`src/rtl/slp_pkg.sv`:
```
package slp_pkg;

   typedef enum logic [1:0] {
      OP_AND  = 2'b00,
      OP_XOR  = 2'b01,
      OP_ANDN = 2'b10,
      OP_OR   = 2'b11
   } slp_op_e;

endpackage

```
`src/rtl/slp_logic_lane.sv`:
```
module slp_logic_lane
   import slp_pkg::*;
#(
   parameter int W = 8
) (
   input  logic [1:0]   op,
   input  logic [W-1:0] a,
   input  logic [W-1:0] b,
   output logic [W-1:0] y
);

   always_comb begin
      unique case (slp_op_e'(op))
         OP_AND:  y = a & b;
         OP_XOR:  y = a ^ b;
         OP_ANDN: y = ~a & b;
         default: y = a | b;
      endcase
   end

endmodule

```
`src/rtl/slp_regfile.sv`:
```
module slp_regfile #(
   parameter int                DATA_W     = 64,
   parameter int                NREGS      = 8,
   parameter int                AW         = 3,
   parameter logic [DATA_W-1:0] RESET_SEED = '0
) (
   input  logic              clk,
   input  logic              rst_n,
   input  logic              we,
   input  logic [AW-1:0]     wa,
   input  logic [DATA_W-1:0] wd,
   input  logic [AW-1:0]     ra0,
   output logic [DATA_W-1:0] rd0,
   input  logic [AW-1:0]     ra1,
   output logic [DATA_W-1:0] rd1
);

   logic [DATA_W-1:0] mem [NREGS];

   function automatic logic [DATA_W-1:0] seed_rot(input int idx);
      int sh;
      sh = (8 * idx) % DATA_W;
      if (sh == 0) return RESET_SEED;
      return (RESET_SEED << sh) | (RESET_SEED >> (DATA_W - sh));
   endfunction

   always_ff @(posedge clk) begin
      for (int i = 0; i < NREGS; i++) begin
         if (!rst_n)
            mem[i] <= seed_rot(i);
         else if (we && (wa == AW'(i)))
            mem[i] <= wd;
      end
   end

   assign rd0 = mem[ra0];
   assign rd1 = mem[ra1];

endmodule

```
`src/rtl/slp_front.sv`:
```
module slp_front #(
   parameter int W     = 8,
   parameter int DEPTH = 4
) (
   input  logic         clk,
   input  logic         rst_n,
   input  logic         hold,
   input  logic         in_v,
   input  logic [W-1:0] in_d,
   output logic         out_v,
   output logic [W-1:0] out_d
);

   logic [DEPTH-1:0] v;
   logic [W-1:0]     d [DEPTH];

   initial begin
      if (DEPTH < 1) $error("slp_front: DEPTH must be at least 1");
   end

   always_ff @(posedge clk) begin
      if (!rst_n) begin
         v <= '0;
         for (int i = 0; i < DEPTH; i++) d[i] <= '0;
      end else if (!hold) begin
         v[0] <= in_v;
         d[0] <= in_d;
         for (int i = 1; i < DEPTH; i++) begin
            v[i] <= v[i-1];
            d[i] <= d[i-1];
         end
      end
   end

   assign out_v = v[DEPTH-1];
   assign out_d = d[DEPTH-1];


   front_hold_chk: assert property (@(posedge clk) disable iff (!rst_n)
      hold |=> ($stable(v) && $stable(out_d)));


   accept_chk: assert property (@(posedge clk) disable iff (!rst_n)
      (in_v && !hold) |=> v[0]);

endmodule

```
`src/rtl/slp_alu2.sv`:
```
module slp_alu2 #(
   parameter int DATA_W = 64,
   parameter int LANE_W = 8,
   parameter int AW     = 3
) (
   input  logic              clk,
   input  logic              rst_n,
   input  logic              in_v,
   input  logic [1:0]        in_op,
   input  logic [AW-1:0]     in_dst,
   input  logic [DATA_W-1:0] in_a,
   input  logic [DATA_W-1:0] in_b,
   output logic              s4_v,
   output logic [AW-1:0]     s4_dst,
   output logic              s5_v,
   output logic [AW-1:0]     s5_dst,
   output logic [DATA_W-1:0] res
);

   localparam int NL   = DATA_W / LANE_W;
   localparam int HL   = NL / 2;
   localparam int HALF = HL * LANE_W;

   initial begin
      if (LANE_W < 1) $error("slp_alu2: LANE_W must be positive");
      if (DATA_W % (2 * LANE_W) != 0)
         $error("slp_alu2: DATA_W must hold an even number of lanes");
   end

   logic [1:0]        s4_op, s5_op;
   logic [DATA_W-1:0] s4_a, s4_b;
   logic [HALF-1:0]   lo_y, hi_y, s5_lo, s5_ahi, s5_bhi;

   generate
      for (genvar g = 0; g < NL; g++) begin : g_lane
         if (g < HL) begin : g_first
            slp_logic_lane #(.W(LANE_W)) lane_i (
               .op (s4_op),
               .a  (s4_a[g*LANE_W +: LANE_W]),
               .b  (s4_b[g*LANE_W +: LANE_W]),
               .y  (lo_y[g*LANE_W +: LANE_W])
            );
         end else begin : g_second
            slp_logic_lane #(.W(LANE_W)) lane_i (
               .op (s5_op),
               .a  (s5_ahi[(g-HL)*LANE_W +: LANE_W]),
               .b  (s5_bhi[(g-HL)*LANE_W +: LANE_W]),
               .y  (hi_y[(g-HL)*LANE_W +: LANE_W])
            );
         end
      end
   endgenerate

   always_ff @(posedge clk) begin
      if (!rst_n) begin
         s4_v   <= 1'b0;
         s4_op  <= '0;
         s4_dst <= '0;
         s4_a   <= '0;
         s4_b   <= '0;
         s5_v   <= 1'b0;
         s5_op  <= '0;
         s5_dst <= '0;
         s5_lo  <= '0;
         s5_ahi <= '0;
         s5_bhi <= '0;
      end else begin
         s4_v   <= in_v;
         s4_op  <= in_op;
         s4_dst <= in_dst;
         s4_a   <= in_a;
         s4_b   <= in_b;
         s5_v   <= s4_v;
         s5_op  <= s4_op;
         s5_dst <= s4_dst;
         s5_lo  <= lo_y;
         s5_ahi <= s4_a[DATA_W-1 -: HALF];
         s5_bhi <= s4_b[DATA_W-1 -: HALF];
      end
   end

   assign res = {hi_y, s5_lo};


   stage_advance_chk: assert property (@(posedge clk) disable iff (!rst_n)
      s4_v |=> s5_v);


   alu_entry_chk: assert property (@(posedge clk) disable iff (!rst_n)
      in_v |=> s4_v);

endmodule

```
`src/rtl/simd_logic_pipe.sv`:
```
module simd_logic_pipe #(
   parameter int                DATA_W     = 64,
   parameter int                NREGS      = 8,
   parameter int                LANE_W     = 8,
   parameter logic [DATA_W-1:0] RESET_SEED = 64'hF0E1_D2C3_B4A5_9687,
   parameter int                AW         = $clog2(NREGS)
) (
   input  logic              clk,
   input  logic              rst_n,
   input  logic              iss_valid,
   output logic              iss_ready,
   input  logic [1:0]        iss_op,
   input  logic [AW-1:0]     iss_dst,
   input  logic [AW-1:0]     iss_src,
   output logic              ret_valid,
   output logic [AW-1:0]     ret_dst,
   output logic [DATA_W-1:0] ret_data
);

   localparam int IW      = 2 + 2 * AW;
   localparam int FRONT_N = 4;

   initial begin
      if (NREGS < 2 || (1 << AW) != NREGS)
         $error("simd_logic_pipe: NREGS must be a power of two >= 2");
   end

   logic              s3_v, stall;
   logic [IW-1:0]     s3_d;
   logic [1:0]        s3_op;
   logic [AW-1:0]     s3_dst, s3_src;
   logic              s4_v, s5_v;
   logic [AW-1:0]     s4_dst, s5_dst;
   logic [DATA_W-1:0] res, rf_a, rf_b, op_a, op_b;

   slp_front #(.W(IW), .DEPTH(FRONT_N)) front_i (
      .clk   (clk),
      .rst_n (rst_n),
      .hold  (stall),
      .in_v  (iss_valid),
      .in_d  ({iss_op, iss_dst, iss_src}),
      .out_v (s3_v),
      .out_d (s3_d)
   );

   assign {s3_op, s3_dst, s3_src} = s3_d;

   // Interlock against the producer in the first ALU stage only;
   // a producer in the second stage is covered by forwarding.
   assign stall = s3_v && s4_v && ((s4_dst == s3_dst) || (s4_dst == s3_src));
   assign iss_ready = !stall;

   slp_regfile #(
      .DATA_W(DATA_W), .NREGS(NREGS), .AW(AW), .RESET_SEED(RESET_SEED)
   ) rf_i (
      .clk   (clk),
      .rst_n (rst_n),
      .we    (s5_v),
      .wa    (s5_dst),
      .wd    (res),
      .ra0   (s3_dst),
      .rd0   (rf_a),
      .ra1   (s3_src),
      .rd1   (rf_b)
   );

   assign op_a = (s5_v && (s5_dst == s3_dst)) ? res : rf_a;
   assign op_b = (s5_v && (s5_dst == s3_src)) ? res : rf_b;

   slp_alu2 #(.DATA_W(DATA_W), .LANE_W(LANE_W), .AW(AW)) alu_i (
      .clk    (clk),
      .rst_n  (rst_n),
      .in_v   (s3_v && !stall),
      .in_op  (s3_op),
      .in_dst (s3_dst),
      .in_a   (op_a),
      .in_b   (op_b),
      .s4_v   (s4_v),
      .s4_dst (s4_dst),
      .s5_v   (s5_v),
      .s5_dst (s5_dst),
      .res    (res)
   );

   assign ret_valid = s5_v;
   assign ret_dst   = s5_dst;
   assign ret_data  = res;


   bubble_after_stall_chk: assert property (@(posedge clk) disable iff (!rst_n)
      stall |=> !s4_v);


   single_bubble_chk: assert property (@(posedge clk) disable iff (!rst_n)
      stall |=> !stall);


   ready_hold_chk: assert property (@(posedge clk) disable iff (!rst_n)
      !iss_ready |=> ($stable(s3_d) && s3_v));

endmodule

```
`config.mk`:
```
export PLATFORM = sky130hd
export DESIGN_NAME = simd_logic_pipe
export DESIGN_NICKNAME = d
export VERILOG_FILES = /design/src/rtl/slp_pkg.sv /design/src/rtl/slp_logic_lane.sv /design/src/rtl/slp_regfile.sv /design/src/rtl/slp_front.sv /design/src/rtl/slp_alu2.sv /design/src/rtl/simd_logic_pipe.sv
export SDC_FILE = /design/constraint.sdc
export NUM_CORES = 1
export LEC_CHECK = 0
export BUFFER_PORTS_ARGS = -buffer_cell sky130_fd_sc_hd__buf_2
export CELL_PAD_IN_SITES_DETAIL_PLACEMENT = 2
export CELL_PAD_IN_SITES_GLOBAL_PLACEMENT = 2
export CORE_UTILIZATION = 45
export CTS_CLUSTER_SIZE = 25
export DETAILED_ROUTE_END_ITERATION = 16
export PLACE_DENSITY = 0.81
export SYNTH_ARGS = -nofsm -noshare
export SYNTH_HDL_FRONTEND = slang
export SYNTH_SLANG_ARGS = --single-unit
```
`constraint.sdc`:
```
create_clock -name clk -period 7.7 [get_ports clk]
set_input_delay 0.77 -clock clk [delete_from_list [all_inputs] [get_ports clk]]
set_output_delay 0.77 -clock clk [all_outputs]
set_load 0.02 [all_outputs]
```
==> impl.org, run 1 <==
** Synthesis
- Number of synthesized flops with an enable pin :: around 540
- Measured against the total synthesized area, the mux share comes to 0.169.
- By area the synthesized netlist is led by sky130_fd_sc_hd__edfxtp_1, sky130_fd_sc_hd__mux4_2, sky130_fd_sc_hd__dfxtp_1.
- The synthesized design spends more area on one cell type than any other, namely sky130_fd_sc_hd__edfxtp_1.
- By area, the combinational part of the netlist is dominated by multiplexers.
- The compound-gate portion of the synthesized area was 0.0662.
- Synthesis produced between 2,000 and 3,000 cells.
- Simple-gate portion of the synthesized area :: 0.120
- Adder and majority cell fraction of the synthesized area :: 0.0210
- Area share of xor/xnor cells in the synthesized design :: 0.0165
- Fraction of registers with async set/reset :: 0
- Among all flip-flop cells after synthesis, the most frequent one is sky130_fd_sc_hd__edfxtp_1.
- Sequential share of the synthesized area :: 0.553
- After synthesis the netlist holds a flip-flop and latch count of approximately 780.
- Synthesized net count :: roughly 3,000
- Yosys printed 0 warnings.
- Post-Synthesis Cell Area :: between 0.03 and 0.04 sq mm
- The synthesized netlist contains between 40 and 50 unique library cells.
- Syn Area/Cell :: between 10 and 15 sq um
- Of the post-synthesis cell area, the dominant cell type holds 0.428.

** Clock tree
- After clock tree synthesis, the clock-pin slew on the worst setup and hold paths is about 0.060 ns.
- The clock tree synthesis step divided the H-tree into 3 levels.
- Number of clock sinks :: around 800
- TritonCTS built the clock tree.
- Number of buffers on the longest clock path :: 3
- Cts repair resizes :: 0
- Post-CTS setup buffers :: 0
- The cell sitting at the root of the clock tree is a sky130_fd_sc_hd__clkbuf_16.
- Hold-fix buffer count after cts :: 0
- TritonCTS created about 90 clock buffers.
- For the worst-skew pair, the clock arrives at the later sink with an insertion delay of 0.66 ns.

** Global routing
- For this run, the total global-route usage over all layers was measured as 0.302.
- The first global-routing pass estimated about 190 mm of wire.
- The number of global-route vias before repair was 29,700.
- The total overflow left after global routing is 0.
- Initial antenna violation count :: 0
- Maximum number of pins on one net before global-route repair :: about 130

** STA
- Final count of hold timing violations :: 0
- On the final layout, the worst clock skew is about 0.021 ns.
- Number of setup violations in the final report :: 0
- Max Freq :: 0.245 GHz
- Final hold slack :: 0.392 ns
- Slew at the pin closest to its max-slew limit :: roughly 1.3 ns
- Setup repair after global routing left no endpoint under its margin.
- Measured against its own limit, the worst slew margin works out to 0.158.
- Fin crit period :: approximately 4.1 ns
- Adding up every negative setup slack in the final design gives 0 ns.
- The final count of pins violating max slew came to 0.
- Period utilisation layout :: 0.531

** Routing
- In this run, the number of DRC markers left after iteration 0 of detailed routing was about 1,900.
- Number of design rule violations left after detail routing :: 0
- Summing over every cut layer, the via total after detailed routing is 25,600.
- The pre-antenna-repair detailed-routing pass consisted of 5 iterations.
- Total wirelength of the detailed-routed design :: 128 mm
- Once detail routing completed, the nets flagged for antenna violations numbered 0.
- After detailed routing, the number of vias per cell comes to between 6 and 7.
- Routed length per instance :: about 31 um

** Placed design
- The congestion estimate from routability-driven global placement came to just under 0.8.
- The count of buffers added on input and output ports is 79.
- Detailed placement ended at an HPWL of 71.2 mm.

** Setup path
- By startpoint and endpoint, the worst setup path is classified as reg -> out.
- Critical Path Fanout Max :: 72
- For the worst setup path, the data required time is 6.93 ns.
- The most critical setup path has its startpoint at alu_i.s5_op[1].
- The startpoint identified for the worst register-to-register timing path is alu_i.s5_dst[1].
- Critical path capture point type :: output pin
- Data on the critical path arrives at its endpoint at roughly 3.3 ns.
- The worst setup path is launched from a register.

** Power and ir drop
- For this design the static power due to leakage is roughly 14 nW.
- Areal power density over the cells :: between 200 and 250 mW/mm^2
- The worst-case IR drop observed on VDD is 0.161 mV.

** Final layout
- The top cell types in the final layout, fill and taps aside, are sky130_fd_sc_hd__edfxtp_1, sky130_fd_sc_hd__mux4_2, sky130_fd_sc_hd__dfxtp_1.
- Number of nets in the layout :: between 2,000 and 3,000
- The library cell used most frequently in the layout, excluding fill and tap cells, is sky130_fd_sc_hd__edfxtp_1.
- Layout overhead on the synthesized area :: 10.2%
- Once layout is complete, the utilization of the core stands at 0.502.
- In the final layout, the share of cells above drive strength 1 is 0.190.

** Floorplan
- Overall die width :: between 200 and 300 um
- The floorplan step defined a die boundary enclosing approximately 0.086 sq mm.
- Core box area :: approximately 0.084 sq mm
- For this design the top-level I/O count stands at 80.
- Initial Utilization :: 0.456
- In this run the core area contains ~110 standard-cell rows.
- Y dimension of the die :: between 200 and 300 um

** Status
- The run finished with clean final reports.

** Flow run
- Max-cap violations in this run came to 0.

** Worst hold path
- In this run the most critical hold path is launched from iss_dst[1].
- The path class of the tightest hold or removal check is in -> reg.
==> cell usage after synthesis, drive strengths merged (4+ instances only) <==
master	n
inv	163
or3	96
a21oi	154
nor3	5
a221oi	62
and2	186
buf	150
edfxtp	544
mux2i	67
clkbuf	119
a311oi	5
nor2	144
xor2	32
a211oi	4
mux4	256
and3	49
xnor2	40
nand2b	118
o21ai	108
ha	64
nand3	34
dfxtp	240
nand2	190
nor2b	38
o211ai	23
o31a	32
==> sequential cells by signal, indices dropped and copies added, names as in the netlist, 2 cells and up <==
register,flops
alu_i.s4_a,64
alu_i.s4_b,64
alu_i.s4_dst,3
alu_i.s4_op,2
alu_i.s5_ahi,32
alu_i.s5_bhi,32
alu_i.s5_dst,3
alu_i.s5_lo,32
alu_i.s5_op,2
front_i.d,32
front_i.v,4
rf_i.mem,512
==> report_power, final <==
group          total (mW)  switching, mW  internal, mW  leakage (nW)
clock                4.35           1.80          2.55          1.46
combinational       0.485          0.309         0.176          5.41
sequential           4.69         0.0793          4.61          6.76
==> layout make-up <==
type | instances | area [sq um]
multi-input combinational | 1719 | 15100
antenna | 1 | 2.50
timing repair buffer | 128 | 828
fill | 7846 | 41700
tap | 1134 | 1420
clock inverter | 35 | 302
sequential | 784 | 21100
inverter | 163 | 614
clock buffer | 130 | 2650
==> stage by stage <==
step	setup slack, ns	instances	power, mW	cell area (sq um)
after floorplan	1.51	2935	5.08	38200
after global placement	3.66	3928	5.19	39200
after detailed placement	3.45	3928	5.26	39200
after CTS	3.55	4093	9.57	42100
after global routing	3.40	4093	9.75	42100
final	3.61	4094	9.52	42100
==> path summary, 6_finish.rpt <==
check | end | slack (ns) | cells past startpoint
worst min-delay path | front_i.d[0][4] | 0.39 | 2
worst min register to register | alu_i.s5_bhi[16] | 0.44 | 1
worst max-delay path | ret_data[39] | 3.61 | 6
worst max register to register | rf_i.mem[3][46] | 4.02 | 4
==> critical path, cell delays in order (launching register included) <==
cell and delay [ns]:
sky130_fd_sc_hd__dfxtp_4 0.54, sky130_fd_sc_hd__buf_4 0.70, sky130_fd_sc_hd__nand2_1 0.12, sky130_fd_sc_hd__o211ai_1 0.13
sky130_fd_sc_hd__o31a_1 0.55, sky130_fd_sc_hd__inv_1 0.24, sky130_fd_sc_hd__buf_2 0.22
==> metal layers <==
metal  vias to the layer above  GRT usage  wire, um
li1                      10700          -         -
met1                     13700      0.358     48000
met2                       918      0.554     69000
met3                       276     0.0376      6350
met4                         0      0.121      4930
met5                         -          0         0
==> logic make-up after synthesis <==
family	count (synthesis)
compound gates	393
xor+xnor	72
fa+ha+maj	64
buf+inv	432
flops	784
mux	323
simple gates	867
(Power assumes the default switching activity.)
==> run 2: changes to the inputs <==
==> constraint.sdc (replaced) <==
create_clock -name clk -period 4.21 [get_ports clk]
set_input_delay 0.421 -clock clk [delete_from_list [all_inputs] [get_ports clk]]
set_output_delay 0.421 -clock clk [all_outputs]
set_load 0.02 [all_outputs]
==> run 2 against run 1 <==
  * Hold slack lost 0.34 ns
  * Global-route usage rose by 0.39 points
  * Clock power is 72% higher
  * Clock-buffer cell count fell by 4
  * Critical path depth is 3 lower
  * Non-clock buffer count up 20
  * Design area is essentially flat
  * Core utilization hardly changed
  * Critical endpoint is now rf_i.mem[1][59]
  * Highest routed layer unchanged
==> impl.org, run 2 (same netlist as run 1, synthesis figures left out) <==
** Clock tree
- Clock tree from TritonCTS :: built
- The H-tree was split into 3 levels.
- Counting along the longest clock path gives a buffer depth of 3.
- Post-CTS setup buffers :: 0
- Number of CTS-inserted buffers :: 87
- Cts repair resizes :: 0
- Clock-pin slew was measured on the worst setup and hold paths at ~0.06 ns.
- The clock net in this run drives a total of approximately 780 sinks.
- Buffers inserted to repair hold after CTS numbered 0.
- Clock Tree Root :: sky130_fd_sc_hd__clkbuf_16
- Worst-skew pair later-pin latency :: 0.64 ns

** Global routing
- Via count of the first global-routing pass :: between 20,000 and 30,000
- GR Overflow Total :: 0
- Across every metal layer, demand over resource in global routing totals 0.306.
- The number of antenna violations at the first check in global routing is 1.
- Entering global routing, the biggest net connects 130 pins.
- Wire length of the first global-routing pass :: between 150 and 200 mm

** Floorplan
- For this configuration, the core starts out at a cell density of 0.456.
- Core box area :: approximately 0.084 sq mm
- The floorplan step defined a die boundary enclosing ~0.086 sq mm.
- The die is 293 um wide.
- The floorplan step set the die height to 293 um.
- Top-level port count :: 80
- The floorplan has 106 rows.

** Routing
- In the detailed route, the total length drawn on met3 is approximately 7.4 mm.
- Via density :: 6.34
- Violation count after the first detailed-route iteration :: between 2,000 and 2,500
- For this block, wires on met1 add up to approximately 48 mm.
- 1st-pass router iterations :: 5
- The routed design has 130 mm of wire.
- Post-route ant nets :: 0
- Number of design rule violations left after detail routing :: 0
- Routed wire length on met2 :: between 60 and 70 mm
- Top layer used by detailed routing :: met4
- Vias after detailed routing :: approximately 26,000
- Dividing the detail-routed wire length by the instance count gives roughly 32 um.

** Placed design
- Once placement finished, the instance area stood at 0.0394 sq mm.
- During placement, the flow inserted port buffers numbering 79.
- Counting tap cells, the placed design contains a total of slightly below 4,000 instances.
- The HPWL after detailed placement is 72.1 mm.
- Routability congestion estimate :: between 0.7 and 0.8

** Setup path
- Data arrival at the endpoint of the critical path :: 3.61 ns
- Flop-to-flop setup slack :: 0.88 ns
- Startpoint of the most critical setup path :: alu_i.s5_dst[0]
- The worst setup path is launched from a register.
- Required arrival time at the worst endpoint :: between 4 and 5 ns
- Startpoint of the lowest-slack register-to-register path :: alu_i.s5_dst[0]
- In this run the worst path has a maximum fanout of 28.
- The worst setup path is captured at a register.
- Measured in cells, the most critical reg-to-reg path has a length of 3.
- Crit Reg-Reg Endpoint :: rf_i.mem[1][59]
- By startpoint and endpoint, the worst setup path is classified as reg -> reg.

** STA
- The final count of pins violating max slew is 0.
- Final-layout setup total negative slack :: 0 ns
- Static timing analysis puts the maximum clock frequency at 0.301 GHz.
- In this run the tightest slew margin relative to its limit is 0.196.
- Hold timing on the final database bottoms out at a slack of 0.0511 ns.
- Slew at the pin closest to its max-slew limit :: 1.21 ns
- Number of setup violations in the final report :: 0
- The hold violation count in the final report came to 0.
- Period utilisation layout :: 0.790
- The routed design could run at a clock period as short as between 3 and 4 ns.
- Clock tree skew after final layout :: 0.0145 ns
- Setup repair after global routing left no endpoint under its margin.

** Final layout
- Commonest cells after routing, fill and taps aside :: sky130_fd_sc_hd__edfxtp_1, sky130_fd_sc_hd__mux4_2, sky130_fd_sc_hd__dfxtp_1
- The register with the most flip-flops in the layout has a little over 500 of them.
- Top register by number of flip-flops :: rf_i.mem
- Most common cell after layout, fill and taps aside :: sky130_fd_sc_hd__edfxtp_1
- Area taken by flip-flops and latches :: between 0.02 and 0.025 sq mm
- Of the cells placed in the final design, the portion with a size suffix greater than 1 is 0.193.
- Post-route insts no fill :: roughly 4,100
- In the final layout, the registers with the most flip-flops are rf_i.mem (512), alu_i.s4_a (64), alu_i.s4_b (64).
- Fill cell count :: a little under 8,000
- Summing all non-filler instances in the final layout gives an area of approximately 0.042 sq mm.
- The net count of the finished layout is 2,978.
- The multi-input combinational cells in the finished layout cover a total of between 0.015 and 0.02 sq mm.
- Final antenna diode count :: 0
- Relative to the synthesized area, the layout overhead comes to 10.2%.

** Worst hold path
- Launch point of the worst hold path :: iss_valid
- Worst Hold Class :: in -> reg
- The path with the worst hold slack has its endpoint at front_i.v[0].
- Hold Path Cell Cnt :: 3

** Power and ir drop
- Leakage dissipation :: between 10 and 15 nW
- Cell-internal power :: approximately 13 mW
- Overall power consumption after layout is estimated at about 17 mW.
- Part of the total power dissipated in the clock network :: 0.442
- Switching part of the total :: 0.232
- Net Switching :: 3.94 mW
- Sequential fraction of design power :: 0.506
- Comb pwr share :: 0.053
- IR analysis of the VDD net gives a maximum drop of between 0.3 and 0.4 mV.
- Power spread over the standard cell area amounts to 403 mW/mm^2.

** Status
- Result of the run :: finished, final reports clean

** Flow run
- The tool flagged a number of max-cap violations equal to 0.
## run 2: changes by cell type in the layout (fill, tap and decap cells not counted)
cell and delta:
sky130_fd_sc_hd__buf_4 +13, sky130_fd_sc_hd__buf_12 +7, sky130_fd_sc_hd__clkbuf_1 +5, sky130_fd_sc_hd__clkbuf_16 -5, sky130_fd_sc_hd__clkbuf_8 -4, sky130_fd_sc_hd__clkinv_1 -4, sky130_fd_sc_hd__clkinv_2 +4, sky130_fd_sc_hd__bufinv_16 -2
sky130_fd_sc_hd__clkinvlp_4 +2, sky130_fd_sc_hd__inv_6 -2, sky130_fd_sc_hd__clkinv_8 -1, sky130_fd_sc_hd__diode_2 -1, sky130_fd_sc_hd__inv_1 -1
## run 2: routing by layer
metal	GRT usage	vias up
met2	0.556	1102
met1	0.358	13900
met4	0.134	0
met5	0	-
met3	0.0451	373
li1	-	10700
## run 2: worst max path at each step
| stage | to | slack (ns) | depth (start not counted) |
|---|---|---|---|
| 4_1_cts | ret_data[54] | 0.86 | 6 |
| 2_1_floorplan | rf_i.mem[1][0] | -1.83 | 4 |
| 5_1_grt | ret_data[46] | 0.70 | 6 |
| 6_report | rf_i.mem[1][59] | 0.88 | 3 |
| 3_3_place_gp | rf_i.mem[1][54] | 1.26 | 3 |
| 3_5_place_dp | rf_i.mem[1][52] | 0.97 | 3 |
## run 2: cell type report
type / count / share of cell area
timing repair buffer: 148 / 0.0253
multi-input combinational: 1719 / 0.360
clock buffer: 126 / 0.0591
clock inverter: 31 / 0.00532
sequential: 784 / 0.502
tap: 1134 / 0.0337
inverter: 163 / 0.0146
## run 2: power by group through the flow
| stage | combinational (mW) | clock (mW) | sequential (mW) |
|---|---|---|---|
| floorplan | 0.580 | 0 | 8.70 |
| global placement | 0.801 | 0 | 8.70 |
| detailed placement | 0.875 | 0 | 8.74 |
| CTS | 0.896 | 7.58 | 8.58 |
| global route | 0.956 | 7.82 | 8.60 |
| finish | 0.892 | 7.49 | 8.58 |
## run 2: critical path, cell delays in order (launching register included)
cell	delay [ns]
sky130_fd_sc_hd__dfxtp_1	0.89
sky130_fd_sc_hd__nand2b_2	0.68
sky130_fd_sc_hd__o21ai_4	0.83
sky130_fd_sc_hd__buf_4	0.51
## run 2: through the flow
| step | utilization | worst slack [ns] |
|---|---|---|
| 3_3_place_gp | 0.470 | 1.26 |
| 2_1_floorplan | - | -1.83 |
| 5_1_grt | 0.502 | 0.695 |
| 6_report | 0.502 | 0.883 |
| 4_1_cts | 0.502 | 0.860 |
| 3_5_place_dp | 0.470 | 0.972 |
